==> src/rtl/dir_pkg.sv <==
package dir_pkg;
  typedef enum logic [1:0] {
    LN_FREE     = 2'd0,
    LN_SHARED   = 2'd1,
    LN_OWNED    = 2'd2,
    LN_MODIFIED = 2'd3
  } line_st_t;

  typedef enum logic [1:0] {
    MK_NONE      = 2'd0,
    MK_INVAL     = 2'd1,
    MK_DOWNGRADE = 2'd2,
    MK_FORWARD   = 2'd3
  } msg_kind_t;

  typedef enum logic [2:0] {
    HS_CLEAR,
    HS_IDLE,
    HS_LOOK,
    HS_FWD,
    HS_INV,
    HS_ACK
  } home_st_t;
endpackage

==> src/rtl/dir_entry_ram.sv <==
module dir_entry_ram #(
  parameter int AW = 6,
  parameter int DW = 23
) (
  input  logic          clk,
  input  logic          we,
  input  logic [AW-1:0] waddr,
  input  logic [DW-1:0] wdata,
  input  logic [AW-1:0] raddr,
  output logic [DW-1:0] rdata
);
  localparam int DEPTH = 1 << AW;
  logic [DW-1:0] mem [DEPTH];

  always_ff @(posedge clk) begin
    if (we) mem[waddr] <= wdata;
    rdata <= mem[raddr];
  end
endmodule

==> src/rtl/dir_slot_scan.sv <==
module dir_slot_scan #(
  parameter int SLOTS  = 4,
  parameter int NODE_W = 4,
  localparam int SW    = (SLOTS > 1) ? $clog2(SLOTS) : 1,
  localparam int CW    = $clog2(SLOTS + 1)
) (
  input  logic [SLOTS-1:0]             vld,
  input  logic [SLOTS-1:0][NODE_W-1:0] ptr,
  input  logic [NODE_W-1:0]            node,
  output logic                         hit,
  output logic                         free_any,
  output logic [SW-1:0]                free_idx,
  output logic [SLOTS-1:0]             oth_mask,
  output logic [CW-1:0]                oth_cnt
);
  logic [SLOTS-1:0] match;

  for (genvar i = 0; i < SLOTS; i++) begin : g_cmp
    assign match[i]    = vld[i] && (ptr[i] == node);
    assign oth_mask[i] = vld[i] && !match[i];
  end

  assign hit      = |match;
  assign free_any = ~&vld;

  always_comb begin
    free_idx = '0;
    oth_cnt  = '0;
    for (int i = SLOTS - 1; i >= 0; i--) begin
      if (!vld[i]) free_idx = SW'(i);
    end
    for (int i = 0; i < SLOTS; i++) begin
      oth_cnt = oth_cnt + CW'(oth_mask[i]);
    end
  end
endmodule

==> src/rtl/dir_home_ctrl.sv <==
module dir_home_ctrl
  import dir_pkg::*;
#(
  parameter int NODES = 16,
  parameter int LINES = 64,
  parameter int SLOTS = 4,
  localparam int NODE_W = $clog2(NODES),
  localparam int LINE_W = $clog2(LINES),
  localparam int SW     = (SLOTS > 1) ? $clog2(SLOTS) : 1,
  localparam int CW     = $clog2(SLOTS + 1),
  localparam int EW     = 3 + SLOTS * (NODE_W + 1)
) (
  input  logic              clk,
  input  logic              rst,
  input  logic              req_valid,
  input  logic              req_write,
  input  logic [NODE_W-1:0] req_node,
  input  logic [LINE_W-1:0] req_line,
  output logic              req_ready,
  input  logic              fwd_rsp_valid,
  input  logic              fwd_rsp_dirty,
  input  logic              inv_ack_valid,
  output logic              msg_valid,
  output logic [1:0]        msg_kind,
  output logic [NODE_W-1:0] msg_node,
  output logic [LINE_W-1:0] msg_line,
  output logic              grant_valid,
  output logic              grant_excl,
  output logic [NODE_W-1:0] grant_node,
  output logic [LINE_W-1:0] grant_line,
  output logic              trap_valid,
  output logic              trap_write,
  output logic [NODE_W-1:0] trap_node,
  output logic [LINE_W-1:0] trap_line
);
  home_st_t hs, hs_n;
  logic [LINE_W-1:0] clr_idx, cur_line;
  logic [NODE_W-1:0] cur_node;
  logic              cur_wr;
  logic [SLOTS-1:0][NODE_W-1:0] sv_ptr;
  logic [SLOTS-1:0]  inv_mask;
  logic [CW-1:0]     ack_cnt;

  // entry read back and its fields
  logic [EW-1:0] rdata, wdata;
  logic          we;
  line_st_t      r_st;
  logic          r_ovf;
  logic [SLOTS-1:0]             r_vld;
  logic [SLOTS-1:0][NODE_W-1:0] r_ptr;
  assign r_st  = line_st_t'(rdata[1:0]);
  assign r_ovf = rdata[2];
  assign r_vld = rdata[3 +: SLOTS];
  assign r_ptr = rdata[3 + SLOTS +: SLOTS * NODE_W];

  // new entry fields
  line_st_t n_st;
  logic     n_ovf;
  logic [SLOTS-1:0]             n_vld;
  logic [SLOTS-1:0][NODE_W-1:0] n_ptr;
  assign wdata = {n_ptr, n_vld, n_ovf, n_st};

  dir_entry_ram #(.AW(LINE_W), .DW(EW)) u_ram (
    .clk   (clk),
    .we    (we),
    .waddr ((hs == HS_CLEAR) ? clr_idx : cur_line),
    .wdata (wdata),
    .raddr (req_line),
    .rdata (rdata)
  );

  logic              hit, free_any;
  logic [SW-1:0]     free_idx;
  logic [SLOTS-1:0]  oth_mask;
  logic [CW-1:0]     oth_cnt;

  dir_slot_scan #(.SLOTS(SLOTS), .NODE_W(NODE_W)) u_scan (
    .vld      (r_vld),
    .ptr      (r_ptr),
    .node     (cur_node),
    .hit      (hit),
    .free_any (free_any),
    .free_idx (free_idx),
    .oth_mask (oth_mask),
    .oth_cnt  (oth_cnt)
  );

  // lowest pending invalidate target
  logic [SW-1:0] lo_idx;
  always_comb begin
    lo_idx = '0;
    for (int i = SLOTS - 1; i >= 0; i--) begin
      if (inv_mask[i]) lo_idx = SW'(i);
    end
  end

  // decision logic
  logic       f_grant, f_gex, f_msg, f_trap, f_twr, f_load;
  msg_kind_t  f_kind;
  logic [NODE_W-1:0] f_dst;

  always_comb begin
    hs_n = hs;  we = 1'b0;
    n_st = r_st; n_ovf = r_ovf; n_vld = r_vld; n_ptr = r_ptr;
    f_grant = 1'b0; f_gex = 1'b0; f_msg = 1'b0; f_kind = MK_NONE;
    f_dst = r_ptr[0]; f_trap = 1'b0; f_twr = 1'b0; f_load = 1'b0;
    case (hs)
      HS_CLEAR: begin
        we = 1'b1; n_st = LN_FREE; n_ovf = 1'b0; n_vld = '0; n_ptr = '0;
        if (clr_idx == LINE_W'(LINES - 1)) hs_n = HS_IDLE;
      end
      HS_IDLE: if (req_valid) hs_n = HS_LOOK;
      HS_LOOK: begin
        hs_n = HS_IDLE;
        if (cur_wr) begin
          f_trap = r_ovf; f_twr = 1'b1;
          if (oth_cnt == '0) begin
            we = 1'b1; n_st = LN_MODIFIED; n_ovf = 1'b0;
            n_vld = SLOTS'(1); n_ptr = '0; n_ptr[0] = cur_node;
            f_grant = 1'b1; f_gex = 1'b1;
          end else begin
            f_load = 1'b1; hs_n = HS_INV;
          end
        end else if (r_st == LN_FREE) begin
          we = 1'b1; n_st = LN_OWNED; n_ovf = 1'b0;
          n_vld = SLOTS'(1); n_ptr = '0; n_ptr[0] = cur_node;
          f_grant = 1'b1; f_gex = 1'b1;
        end else if (hit) begin
          f_grant = 1'b1; f_gex = (r_st != LN_SHARED);
        end else if (r_st == LN_SHARED) begin
          we = 1'b1; f_grant = 1'b1;
          if (free_any) begin
            n_vld[free_idx] = 1'b1; n_ptr[free_idx] = cur_node;
          end else begin
            n_ovf = 1'b1; f_trap = 1'b1;
          end
        end else if (r_st == LN_OWNED) begin
          we = 1'b1; n_st = LN_SHARED;
          n_vld[1] = 1'b1; n_ptr[1] = cur_node;
          f_msg = 1'b1; f_kind = MK_DOWNGRADE; f_grant = 1'b1;
        end else begin
          f_msg = 1'b1; f_kind = MK_FORWARD; f_load = 1'b1; hs_n = HS_FWD;
        end
      end
      HS_FWD: if (fwd_rsp_valid) begin
        we = 1'b1; n_ovf = 1'b0; n_ptr = '0; hs_n = HS_IDLE; f_grant = 1'b1;
        if (fwd_rsp_dirty) begin
          n_st = LN_SHARED; n_vld = SLOTS'(3);
          n_ptr[0] = sv_ptr[0]; n_ptr[1] = cur_node;
        end else begin
          n_st = LN_OWNED; n_vld = SLOTS'(1); n_ptr[0] = cur_node; f_gex = 1'b1;
        end
      end
      HS_INV: begin
        f_msg = 1'b1; f_kind = MK_INVAL; f_dst = sv_ptr[lo_idx];
        if ((inv_mask & (inv_mask - SLOTS'(1))) == '0) hs_n = HS_ACK;
      end
      HS_ACK: if (ack_cnt == '0) begin
        we = 1'b1; n_st = LN_MODIFIED; n_ovf = 1'b0;
        n_vld = SLOTS'(1); n_ptr = '0; n_ptr[0] = cur_node;
        f_grant = 1'b1; f_gex = 1'b1; hs_n = HS_IDLE;
      end
      default: hs_n = HS_IDLE;
    endcase
  end

  assign req_ready = (hs == HS_IDLE);

  always_ff @(posedge clk) begin
    if (rst) begin
      hs <= HS_CLEAR; clr_idx <= '0; cur_line <= '0; cur_node <= '0;
      cur_wr <= 1'b0; sv_ptr <= '0; inv_mask <= '0; ack_cnt <= '0;
      msg_valid <= 1'b0; msg_kind <= 2'd0; msg_node <= '0; msg_line <= '0;
      grant_valid <= 1'b0; grant_excl <= 1'b0; grant_node <= '0; grant_line <= '0;
      trap_valid <= 1'b0; trap_write <= 1'b0; trap_node <= '0; trap_line <= '0;
    end else begin
      hs <= hs_n;
      if (hs == HS_CLEAR) clr_idx <= clr_idx + LINE_W'(1);
      if (hs == HS_IDLE && req_valid) begin
        cur_line <= req_line; cur_node <= req_node; cur_wr <= req_write;
      end
      if (f_load) begin
        sv_ptr <= r_ptr; inv_mask <= oth_mask; ack_cnt <= oth_cnt;
      end else begin
        if (hs == HS_INV) inv_mask[lo_idx] <= 1'b0;
        if ((hs == HS_INV || hs == HS_ACK) && inv_ack_valid && ack_cnt != '0)
          ack_cnt <= ack_cnt - CW'(1);
      end
      msg_valid   <= f_msg;  msg_kind <= f_kind;
      msg_node    <= f_dst;  msg_line <= cur_line;
      grant_valid <= f_grant; grant_excl <= f_gex;
      grant_node  <= cur_node; grant_line <= cur_line;
      trap_valid  <= f_trap; trap_write <= f_twr;
      trap_node   <= cur_node; trap_line <= cur_line;
    end
  end
endmodule

==> config.mk <==
export PLATFORM = sky130hd
export DESIGN_NAME = dir_home_ctrl
export DESIGN_NICKNAME = d
export VERILOG_FILES = /design/src/rtl/dir_pkg.sv /design/src/rtl/dir_entry_ram.sv /design/src/rtl/dir_slot_scan.sv /design/src/rtl/dir_home_ctrl.sv
export SDC_FILE = /design/constraint.sdc
export NUM_CORES = 1
export LEC_CHECK = 0
export BUFFER_PORTS_ARGS = -buffer_cell sky130_fd_sc_hd__buf_2
export CAP_MARGIN = 10
export CORE_ASPECT_RATIO = 1.25
export CORE_UTILIZATION = 30
export DETAILED_ROUTE_END_ITERATION = 16
export PLACE_DENSITY = 0.44
export SETUP_SLACK_MARGIN = 0.1
export SYNTH_ARGS = -nofsm -noshare
export SYNTH_HDL_FRONTEND = slang
export SYNTH_SLANG_ARGS = --single-unit
export TNS_END_PERCENT = 5
==> constraint.sdc <==
create_clock -name clk -period 11.1 [get_ports clk]
set_clock_uncertainty 0.2 [all_clocks]
set_input_delay 2.775 -clock clk [delete_from_list [all_inputs] [get_ports clk]]
set_output_delay 2.775 -clock clk [all_outputs]
set_load 0.005 [all_outputs]
==> results of run 1 <==
## per-layer routing
layer | vias to the layer above | share of wire | wire [um]
li1 | 11980 | - | -
met1 | 15800 | 0.39 | 65860
met2 | 853 | 0.51 | 86060
met3 | 250 | 0.050 | 8415
met4 | 0 | 0.042 | 6974
met5 | - | 0 | 0
## power by group through the flow
| stage | combinational [uW] | sequential [uW] | clock [uW] |
|---|---|---|---|
| 3_3_place_gp | 2070 | 7590 | 0 |
| 4_1_cts | 2170 | 7480 | 5310 |
| 5_1_grt | 2290 | 7490 | 5490 |
| 2_1_floorplan | 1130 | 7600 | 0 |
| 3_5_place_dp | 2170 | 7600 | 0 |
| 6_report | 2130 | 7480 | 5170 |
## synth_stat cells, drive strengths merged (3+ instances only)
cell type and number:
edfxtp 1472, mux4 464, clkbuf 104, nand2 102, dfxtp 87, buf 73, nor2 67, a21oi 45
nor3 42, o22ai 32, a22oi 25, nor4 21, mux2i 20, o21ai 20, nor2b 16, nor4b 16
xor2 15, inv 14, and2 12, nand2b 12, nand3 10, ha 9, or2 9, a32o 8
nand3b 8, o31ai 8, xnor2 6, a222oi 5, a31oi 5, a211oi 4, a221oi 4, and3 4
nand4 4, o211ai 3, or3 3
## flip-flops by register name, indices dropped and copies added, names as in the netlist, 2 cells and up
register     flops
u_ram.rdata     23
cur_node         4
msg_kind         2
sv_ptr          16
inv_mask         4
ack_cnt          3
cur_line         6
msg_node         4
u_ram.mem     1472
clr_idx          6
trap_line        6
hs               3
trap_node        4
## logic make-up (layout without fill, tap and decap cells)
family	count (synthesis)	count (layout)	synth area share
xor gates and xnor gates	21	21	0.003037
DFF	1559	1559	0.7585
muxes	485	485	0.1760
AOI/OAI and AO/OA	175	175	0.01940
and+or+nand+nor	330	330	0.02716
buffers and inverters	191	451	0.01370
adders and majority gates	10	10	0.002190
other	0	6	0
## critical path, cell delays in order, from the launching register on
cell	delay (ps)
sky130_fd_sc_hd__dfxtp_1	780
sky130_fd_sc_hd__xor2_1	140
sky130_fd_sc_hd__nor4_1	470
sky130_fd_sc_hd__nor2b_1	180
sky130_fd_sc_hd__ha_1	310
sky130_fd_sc_hd__inv_1	50
sky130_fd_sc_hd__fa_1	380
sky130_fd_sc_hd__inv_1	70
sky130_fd_sc_hd__ha_1	250
sky130_fd_sc_hd__o31ai_1	810
sky130_fd_sc_hd__nor2_1	300
sky130_fd_sc_hd__or2_4	610
sky130_fd_sc_hd__a22o_1	320
sky130_fd_sc_hd__a311o_2	720
## metrics by stage
step           power, uW    util
2_1_floorplan       8733       -
3_3_place_gp        9659  0.3231
3_5_place_dp        9774  0.3231
4_1_cts            14960  0.3475
5_1_grt            15260  0.3475
6_report           14780  0.3476
## final timing paths
path              cells past startpoint  slack [ps]   startpoint                end
setup / recovery                     13        4980  cur_node[1]  u_ram.mem[55][13]
hold / removal                        2         300   sv_ptr[13]         sv_ptr[13]
setup reg to reg                     13        4980  cur_node[1]  u_ram.mem[55][13]
hold reg to reg                       2         300   sv_ptr[13]         sv_ptr[13]
## area by class of cell
| cell class | instances | area (um^2) | share of cell area |
|---|---|---|---|
| antenna | 6 | 15.01 | 0.0002152 |
| clock buffer | 189 | 4016 | 0.05756 |
| multi-input combinational | 1021 | 14310 | 0.2051 |
| timing repair buffer | 163 | 1171 | 0.01678 |
| sequential | 1559 | 45940 | 0.6584 |
| tap | 2697 | 3374 | 0.04836 |
| clock inverter | 85 | 894.6 | 0.01282 |
| inverter | 14 | 52.55 | 0.0007531 |
==> PnR_summary.wiki, run 1 <==
{| class="wikitable"
! Metric !! Value
|-
| Core Rows || between 150 and 200
|-
| Total count of hold-check failures in the final report || 0
|-
| Core region area || roughly 200000 um^2
|-
| WL per Instance || roughly 30 um
|-
| Total grt overflow || 0
|-
| Post-CTS Resized || 0
|-
| Final setup viols || 0
|-
| Clock input transition at the sequential cells of the worst setup and hold paths || around 60 ps
|-
| Via count of the first global-routing pass || slightly above 30000
|-
| Maximum level of the CTS H-tree || 4
|-
| Maximum Capacitance Violations || 0
|-
| Routed Wire Length || approximately 170000 um
|-
| GR met1 Demand/Resource || 0.2014
|-
| Count of clock tree sinks || 1559
|-
| Hold WC Path Type || flip-flop to flip-flop
|-
| Setup repair after global routing missed its margin || false
|-
| Hold_ws || slightly below 300 ps
|-
| Tmin final || between 6000 and 7000 ps
|-
| Final #Nets || 2938
|-
| Clock latency of the later-clocked register in the worst-skew pair || roughly 800 ps
|-
| GR Util met3 || 0.02343
|-
| GPL Wtd Cong || ~0.85
|-
| Post-synthesis instance total || approximately 2800
|-
| Net count after synthesis || approximately 2800
|-
| Power density of the placed cells || between 200 and 250 nW/um^2
|-
| Cell area after layout || 69780 um^2
|-
| Worst Max-Slew Pin Slew || 1256 ps
|-
| Maximum buffer depth of the clock tree || 3
|-
| Fraction of the yosys area taken by sequential cells || 0.7585
|-
| Fill cell instance count of the final layout || 18640
|-
| Antenna violations before repair || 11
|-
| Starting DRC count in detailed routing || between 2000 and 3000
|-
| Vertical die dimension || 504.4 um
|-
| Top area cells in the synthesized netlist || sky130_fd_sc_hd__edfxtp_1, sky130_fd_sc_hd__mux4_2, sky130_fd_sc_hd__dfxtp_1
|-
| Kind of critical path || flip-flop to flip-flop
|-
| Most frequent cells in the layout || sky130_fd_sc_hd__edfxtp_1, sky130_fd_sc_hd__mux4_2, sky130_fd_sc_hd__clkbuf_16
|-
| Num CTS Buffers || 152
|-
| Worst slack, placed || roughly 4500 ps
|-
| Result of the run || complete, no violations
|-
| Area share of the leading cell type in the synthesized netlist || 0.7298
|-
| Fin worst setup slack || about 5000 ps
|-
| Most common cell after layout, fill and taps aside || sky130_fd_sc_hd__edfxtp_1
|-
| Synth-to-layout area growth || 15.21%
|-
| Psw || slightly below 4000 uW
|-
| Pins over their slew limit || 0
|-
| Finished Layout Cells || around 5700
|-
| Share of cells above drive strength 1 || 0.3118
|-
| Endpoint kind of the worst setup timing path || flip-flop
|-
| Final worst path period share || 0.5512
|-
| Combinational share of power || 0.144
|-
| TritonCTS clock tree || done
|-
| Synth Flop Type || sky130_fd_sc_hd__edfxtp_1
|-
| Post-synth EDFFs || 1472
|-
| CTS root buf || sky130_fd_sc_hd__clkbuf_16
|-
| Switching part of the total || 0.2681
|-
| Combined area of all synthesized cells || around 61000 um^2
|-
| Full die area || ~200000 um^2
|-
| Share of power burned in registers || 0.506
|-
| Initial cell density of the core || 0.3017
|-
| Peak Freq || between 150 and 200 MHz
|-
| Fin Setup TNS || 0 ps
|-
| Number of iterations in the first detailed-routing pass || 8
|-
| Hold Buf Count CTS || 0
|-
| Sum of net half-perimeters after detailed placement || just over 90000 um
|-
| Post-CTS repair timing setup buffer count || 0
|-
| Width of the die || slightly above 400 um
|-
| Biggest area consumer among synthesized cells || sky130_fd_sc_hd__edfxtp_1
|-
| Number of top-level pins || 55
|-
| Seq cells post-synth || between 1500 and 2000
|-
| Maximum number of pins on one net before global-route repair || between 100 and 150
|-
| Worst slew slack as a fraction of its limit || 0.1627
|-
| Leakage || between 0.02 and 0.025 uW
|-
| Avg Vias per Cell || 5.037
|-
| Kind of launch point of the worst setup path || flip-flop
|-
| Via total after detailed routing || just under 30000
|-
| GR Util All Layers || 0.1642
|-
| Port Buffer Count || between 50 and 60
|-
| Clk pwr share || 0.350
|-
| Cell area reported after detailed placement || 64860 um^2
|-
| Max rail drop VDD || between 0.00015 and 0.0002 V
|-
| Ys async rst share || 0
|-
| Mean cell area of the mapped netlist || 21.86 um^2
|-
| Internal power component || between 10000 and 15000 uW
|-
| Global-route wire length before repair || 233900 um
|-
| Synth Warn # || 0
|-
| Layer with the highest usage || met2
|-
| Number of placed cells counting well taps || ~5500
|-
| Data arrival time of the worst path || between 6000 and 7000 ps
|-
| Critical path peak fanout || 67
|-
| Number of remaining DRC errors || 0
|-
| Post-detailed-route count of antenna-violating nets || 0
|-
| Required time at the endpoint of the critical path || roughly 11000 ps
|-
| Cell variety after synth || 59
|-
| Global-route met2 utilization || 0.2870
|}
(Power assumes the default switching activity.)
==> run 2: changes to the inputs <==
--- a/config.mk
+++ b/config.mk
@@ -5,12 +5,13 @@
 export SDC_FILE = /design/constraint.sdc
 export NUM_CORES = 1
 export LEC_CHECK = 0
+export ABC_AREA = 1
 export BUFFER_PORTS_ARGS = -buffer_cell sky130_fd_sc_hd__buf_2
 export CAP_MARGIN = 10
 export CORE_ASPECT_RATIO = 1.25
 export CORE_UTILIZATION = 30
 export DETAILED_ROUTE_END_ITERATION = 16
-export PLACE_DENSITY = 0.44
+export PLACE_DENSITY = 0.45
 export SETUP_SLACK_MARGIN = 0.1
 export SYNTH_ARGS = -nofsm -noshare
 export SYNTH_HDL_FRONTEND = slang
==> constraint.sdc (replaced) <==
create_clock -name clk -period 5.15 [get_ports clk]
set_clock_uncertainty 0.2 [all_clocks]
set_input_delay 1.2875 -clock clk [delete_from_list [all_inputs] [get_ports clk]]
set_output_delay 1.2875 -clock clk [all_outputs]
set_load 0.005 [all_outputs]
==> run 2 against run 1 <==
Against the previous run:
- global-route usage increased by 2.3 points
- via count increased by 42%
- setup slack got worse by 4500 ps
- clock power increased by 120%
- routed wire length increased by 20%
- synthesized area increased by 3.8%
- synthesized cell count increased by 88%
- flip-flop and latch count unchanged
- final area increased by 4.0%
- largest power group unchanged
==> PnR_summary.wiki, run 2 <==
{| class="wikitable"
! Metric !! Value
|-
| Core Rows || between 150 and 200
|-
| Highest metal layer with signal wires || met4
|-
| Core region area || roughly 210000 um^2
|-
| Final #Nets || approximately 5300
|-
| Full die area || between 200000 and 250000 um^2
|-
| Endpoint kind of the worst setup timing path || flip-flop
|-
| Fraction of the yosys area taken by sequential cells || 0.7305
|-
| Post-CTS repair timing setup buffer count || 0
|-
| CTS root buf || sky130_fd_sc_hd__clkbuf_16
|-
| Clk pwr share || 0.341
|-
| Final core occ || 0.3490
|-
| Number of remaining DRC errors || 0
|-
| Kind of launch point of the worst setup path || flip-flop
|-
| GR Util All Layers || 0.1875
|-
| Sum of net half-perimeters after detailed placement || between 100000 and 150000 um
|-
| Leakage || ~0.024 uW
|-
| Biggest area consumer among synthesized cells || sky130_fd_sc_hd__edfxtp_1
|-
| Power density of the placed cells || between 400 and 500 nW/um^2
|-
| Area share of the leading cell type in the synthesized netlist || 0.7028
|-
| Top post-synthesis cells by count || sky130_fd_sc_hd__edfxtp_1, sky130_fd_sc_hd__nor2_1, sky130_fd_sc_hd__o21ai_0
|-
| Maximum Capacitance Violations || 0
|-
| Ys async rst share || 0
|-
| Critical path peak fanout || 18
|-
| Routed Wire Length || approximately 200000 um
|-
| WL met1 || about 84000 um
|-
| WL per Instance || 24.70 um
|-
| Final setup viols || 0
|-
| Switching part of the total || 0.2934
|-
| Final worst path period share || 0.9121
|-
| Pins over their slew limit || 0
|-
| Most frequent cell after synthesis || sky130_fd_sc_hd__edfxtp_1
|-
| GPL Wtd Cong || 0.8847
|-
| Global-route wire length before repair || between 200000 and 300000 um
|-
| Result of the run || complete, no violations
|-
| Required time at the endpoint of the critical path || 5450 ps
|-
| Top area cells in the synthesized netlist || sky130_fd_sc_hd__edfxtp_1, sky130_fd_sc_hd__o21ai_0, sky130_fd_sc_hd__nor2_1
|-
| Port Buffer Count || 54
|-
| Total count of hold-check failures in the final report || 0
|-
| Synth Warn # || 0
|-
| Initial cell density of the core || 0.3024
|-
| Combined area of all synthesized cells || 62900 um^2
|-
| Net count after synthesis || between 5000 and 6000
|-
| Antenna violations before repair || 7
|-
| Psw || roughly 9700 uW
|-
| Data arrival time of the worst path || 4990 ps
|-
| Avg Vias per Cell || between 5 and 6
|-
| Share of cells above drive strength 1 || 0.1095
|-
| Number of placed cells counting well taps || 7867
|-
| Clock latency of the later-clocked register in the worst-skew pair || ~810 ps
|-
| Via count of the first global-routing pass || about 40000
|-
| Most common cell after layout, fill and taps aside || sky130_fd_sc_hd__edfxtp_1
|-
| Post-synthesis instance total || between 5000 and 6000
|-
| Hold Buf Count CTS || 0
|-
| Maximum buffer depth of the clock tree || 3
|-
| Worst Max-Slew Pin Slew || 1102 ps
|-
| Num CTS Buffers || approximately 160
|-
| Hold_ws || ~260 ps
|-
| Clock input transition at the sequential cells of the worst setup and hold paths || roughly 70 ps
|-
| Number of iterations in the first detailed-routing pass || 5
|-
| Most flops, register || u_ram.mem
|-
| Maximum number of pins on one net before global-route repair || around 120
|-
| Vertical die dimension || 513.9 um
|-
| Setup repair after global routing missed its margin || false
|-
| Total grt overflow || 0
|-
| Max rail drop VDD || around 0.00031 V
|-
| Cell variety after synth || 40
|-
| Mean cell area of the mapped netlist || 12.05 um^2
|-
| Number of flip-flops under the largest register name || 1472
|-
| Count of clock tree sinks || roughly 1600
|-
| TritonCTS clock tree || done
|-
| Maximum level of the CTS H-tree || 4
|-
| Internal power component || around 23000 uW
|-
| Share of power burned in registers || 0.487
|-
| Met2 routed WL || roughly 100000 um
|-
| Starting DRC count in detailed routing || about 3500
|-
| Most frequent cells in the layout || sky130_fd_sc_hd__edfxtp_1, sky130_fd_sc_hd__nor2_1, sky130_fd_sc_hd__o21ai_0
|-
| Kind of critical path || flip-flop to flip-flop
|-
| Via total after detailed routing || just over 40000
|-
| Peak Freq || roughly 210 MHz
|-
| Registers with the highest flip-flop counts || u_ram.mem (1472), u_ram.rdata (23), sv_ptr (16)
|-
| Hold WC Path Type || flip-flop to flip-flop
|-
| Finished Layout Cells || 8150
|-
| Synth-to-layout area growth || 15.43%
|-
| Post-detailed-route count of antenna-violating nets || 0
|-
| Tmin final || 4697 ps
|-
| Fin Setup TNS || 0 ps
|-
| Seq cells post-synth || 1559
|-
| Post-synth EDFFs || ~1500
|-
| Width of the die || 411.5 um
|-
| Number of top-level pins || 55
|-
| Worst slew slack as a fraction of its limit || 0.2643
|-
| Total length of routed met3 wires || approximately 8800 um
|-
| Synth Flop Type || sky130_fd_sc_hd__edfxtp_1
|-
| Combinational share of power || 0.172
|}
-- run 2: cell types whose count changed after synthesis, moves of 78 or more --
cell / delta
sky130_fd_sc_hd__nor2_1: +921
sky130_fd_sc_hd__o21ai_0: +823
sky130_fd_sc_hd__nand2_1: +476
sky130_fd_sc_hd__mux4_2: -464
sky130_fd_sc_hd__o22ai_1: +340
sky130_fd_sc_hd__o21ai_1: +169
sky130_fd_sc_hd__inv_1: +98
sky130_fd_sc_hd__clkbuf_1: +81
sky130_fd_sc_hd__nand3_1: +78
-- run 2: through the flow --
stage	worst slack, ps	total power, uW	area [um^2]
after detailed placement	388.1	22080	67660
after CTS	341.4	33320	72590
after floorplan	461.8	18920	62900
after global placement	451.2	22050	67660
after global routing	189.1	34090	72600
final	452.9	32970	72600
-- run 2: metal layers --
layer / global-route usage / vias up
met5: 0 / -
met4: 0.06910 / 0
met3: 0.02123 / 273
met2: 0.3250 / 1102
met1: 0.2394 / 20720
li1: - / 18980
-- run 2: path summary, 6_finish.rpt --
path | cells past startpoint | slack (ps) | to | start
max | 19 | 450 | u_ram.mem[30][1] | cur_node[1]
min | 2 | 260 | trap_line[4] | cur_line[4]
max reg2reg | 19 | 450 | u_ram.mem[30][1] | cur_node[1]
min reg2reg | 2 | 260 | trap_line[4] | cur_line[4]
-- run 2: repair_timing --
| action | CTS | global route |
|---|---|---|
| endpoints found under the setup margin | 0 | 38 |
| resized for setup | 0 | 2 |
| hold endpoints to repair | 0 | 0 |
-- run 2: power by group through the flow --
stage / registers (uW) / logic [uW] / clock network [uW]
after CTS: 16000 / 5780 / 11500
after floorplan: 16400 / 2560 / 0
after global routing: 16100 / 6080 / 11900
after global placement: 16300 / 5750 / 0
after detailed placement: 16300 / 5770 / 0
final: 16000 / 5670 / 11300
-- run 2: critical path, stage by stage (launching register included) --
cell	delay (ps)
sky130_fd_sc_hd__dfxtp_1	520
sky130_fd_sc_hd__inv_4	110
sky130_fd_sc_hd__nand2_1	80
sky130_fd_sc_hd__nand2_1	70
sky130_fd_sc_hd__nor2_1	170
sky130_fd_sc_hd__a21oi_1	130
sky130_fd_sc_hd__ha_1	300
sky130_fd_sc_hd__inv_1	50
sky130_fd_sc_hd__fa_1	390
sky130_fd_sc_hd__inv_1	70
sky130_fd_sc_hd__ha_1	240
sky130_fd_sc_hd__or3b_1	380
sky130_fd_sc_hd__nand2_1	130
sky130_fd_sc_hd__nand2_1	130
sky130_fd_sc_hd__nor2_1	170
sky130_fd_sc_hd__nand2_2	80
sky130_fd_sc_hd__nand3_4	230
sky130_fd_sc_hd__nand2_4	290
sky130_fd_sc_hd__nor2_2	380
sky130_fd_sc_hd__buf_12	220
-- run 2: logic make-up (layout without fill, tap and decap cells) --
kind of cell,after synthesis,after routing,share of synthesized area
XOR/XNOR,3,3,0.0004178
buffers and inverters,481,668,0.03621
flip-flops,1559,1559,0.7305
other,0,2,0
AO/OA/AOI/OAI,1482,1482,0.1257
AND/OR/NAND/NOR,1686,1686,0.1051
adder cells (fa/ha/maj),10,10,0.002109
-- run 2: cell type report --
class                   count  area, um^2
diodes                      2       5.005
clock buffers             198        4134
clock inverters            83       803.3
fillers                 20290      135400
inverters                 122       498.0
multi-input cells        3181       15000
flip-flops and latches   1559       45950
well taps                2740        3428
repair buffers            265        2786
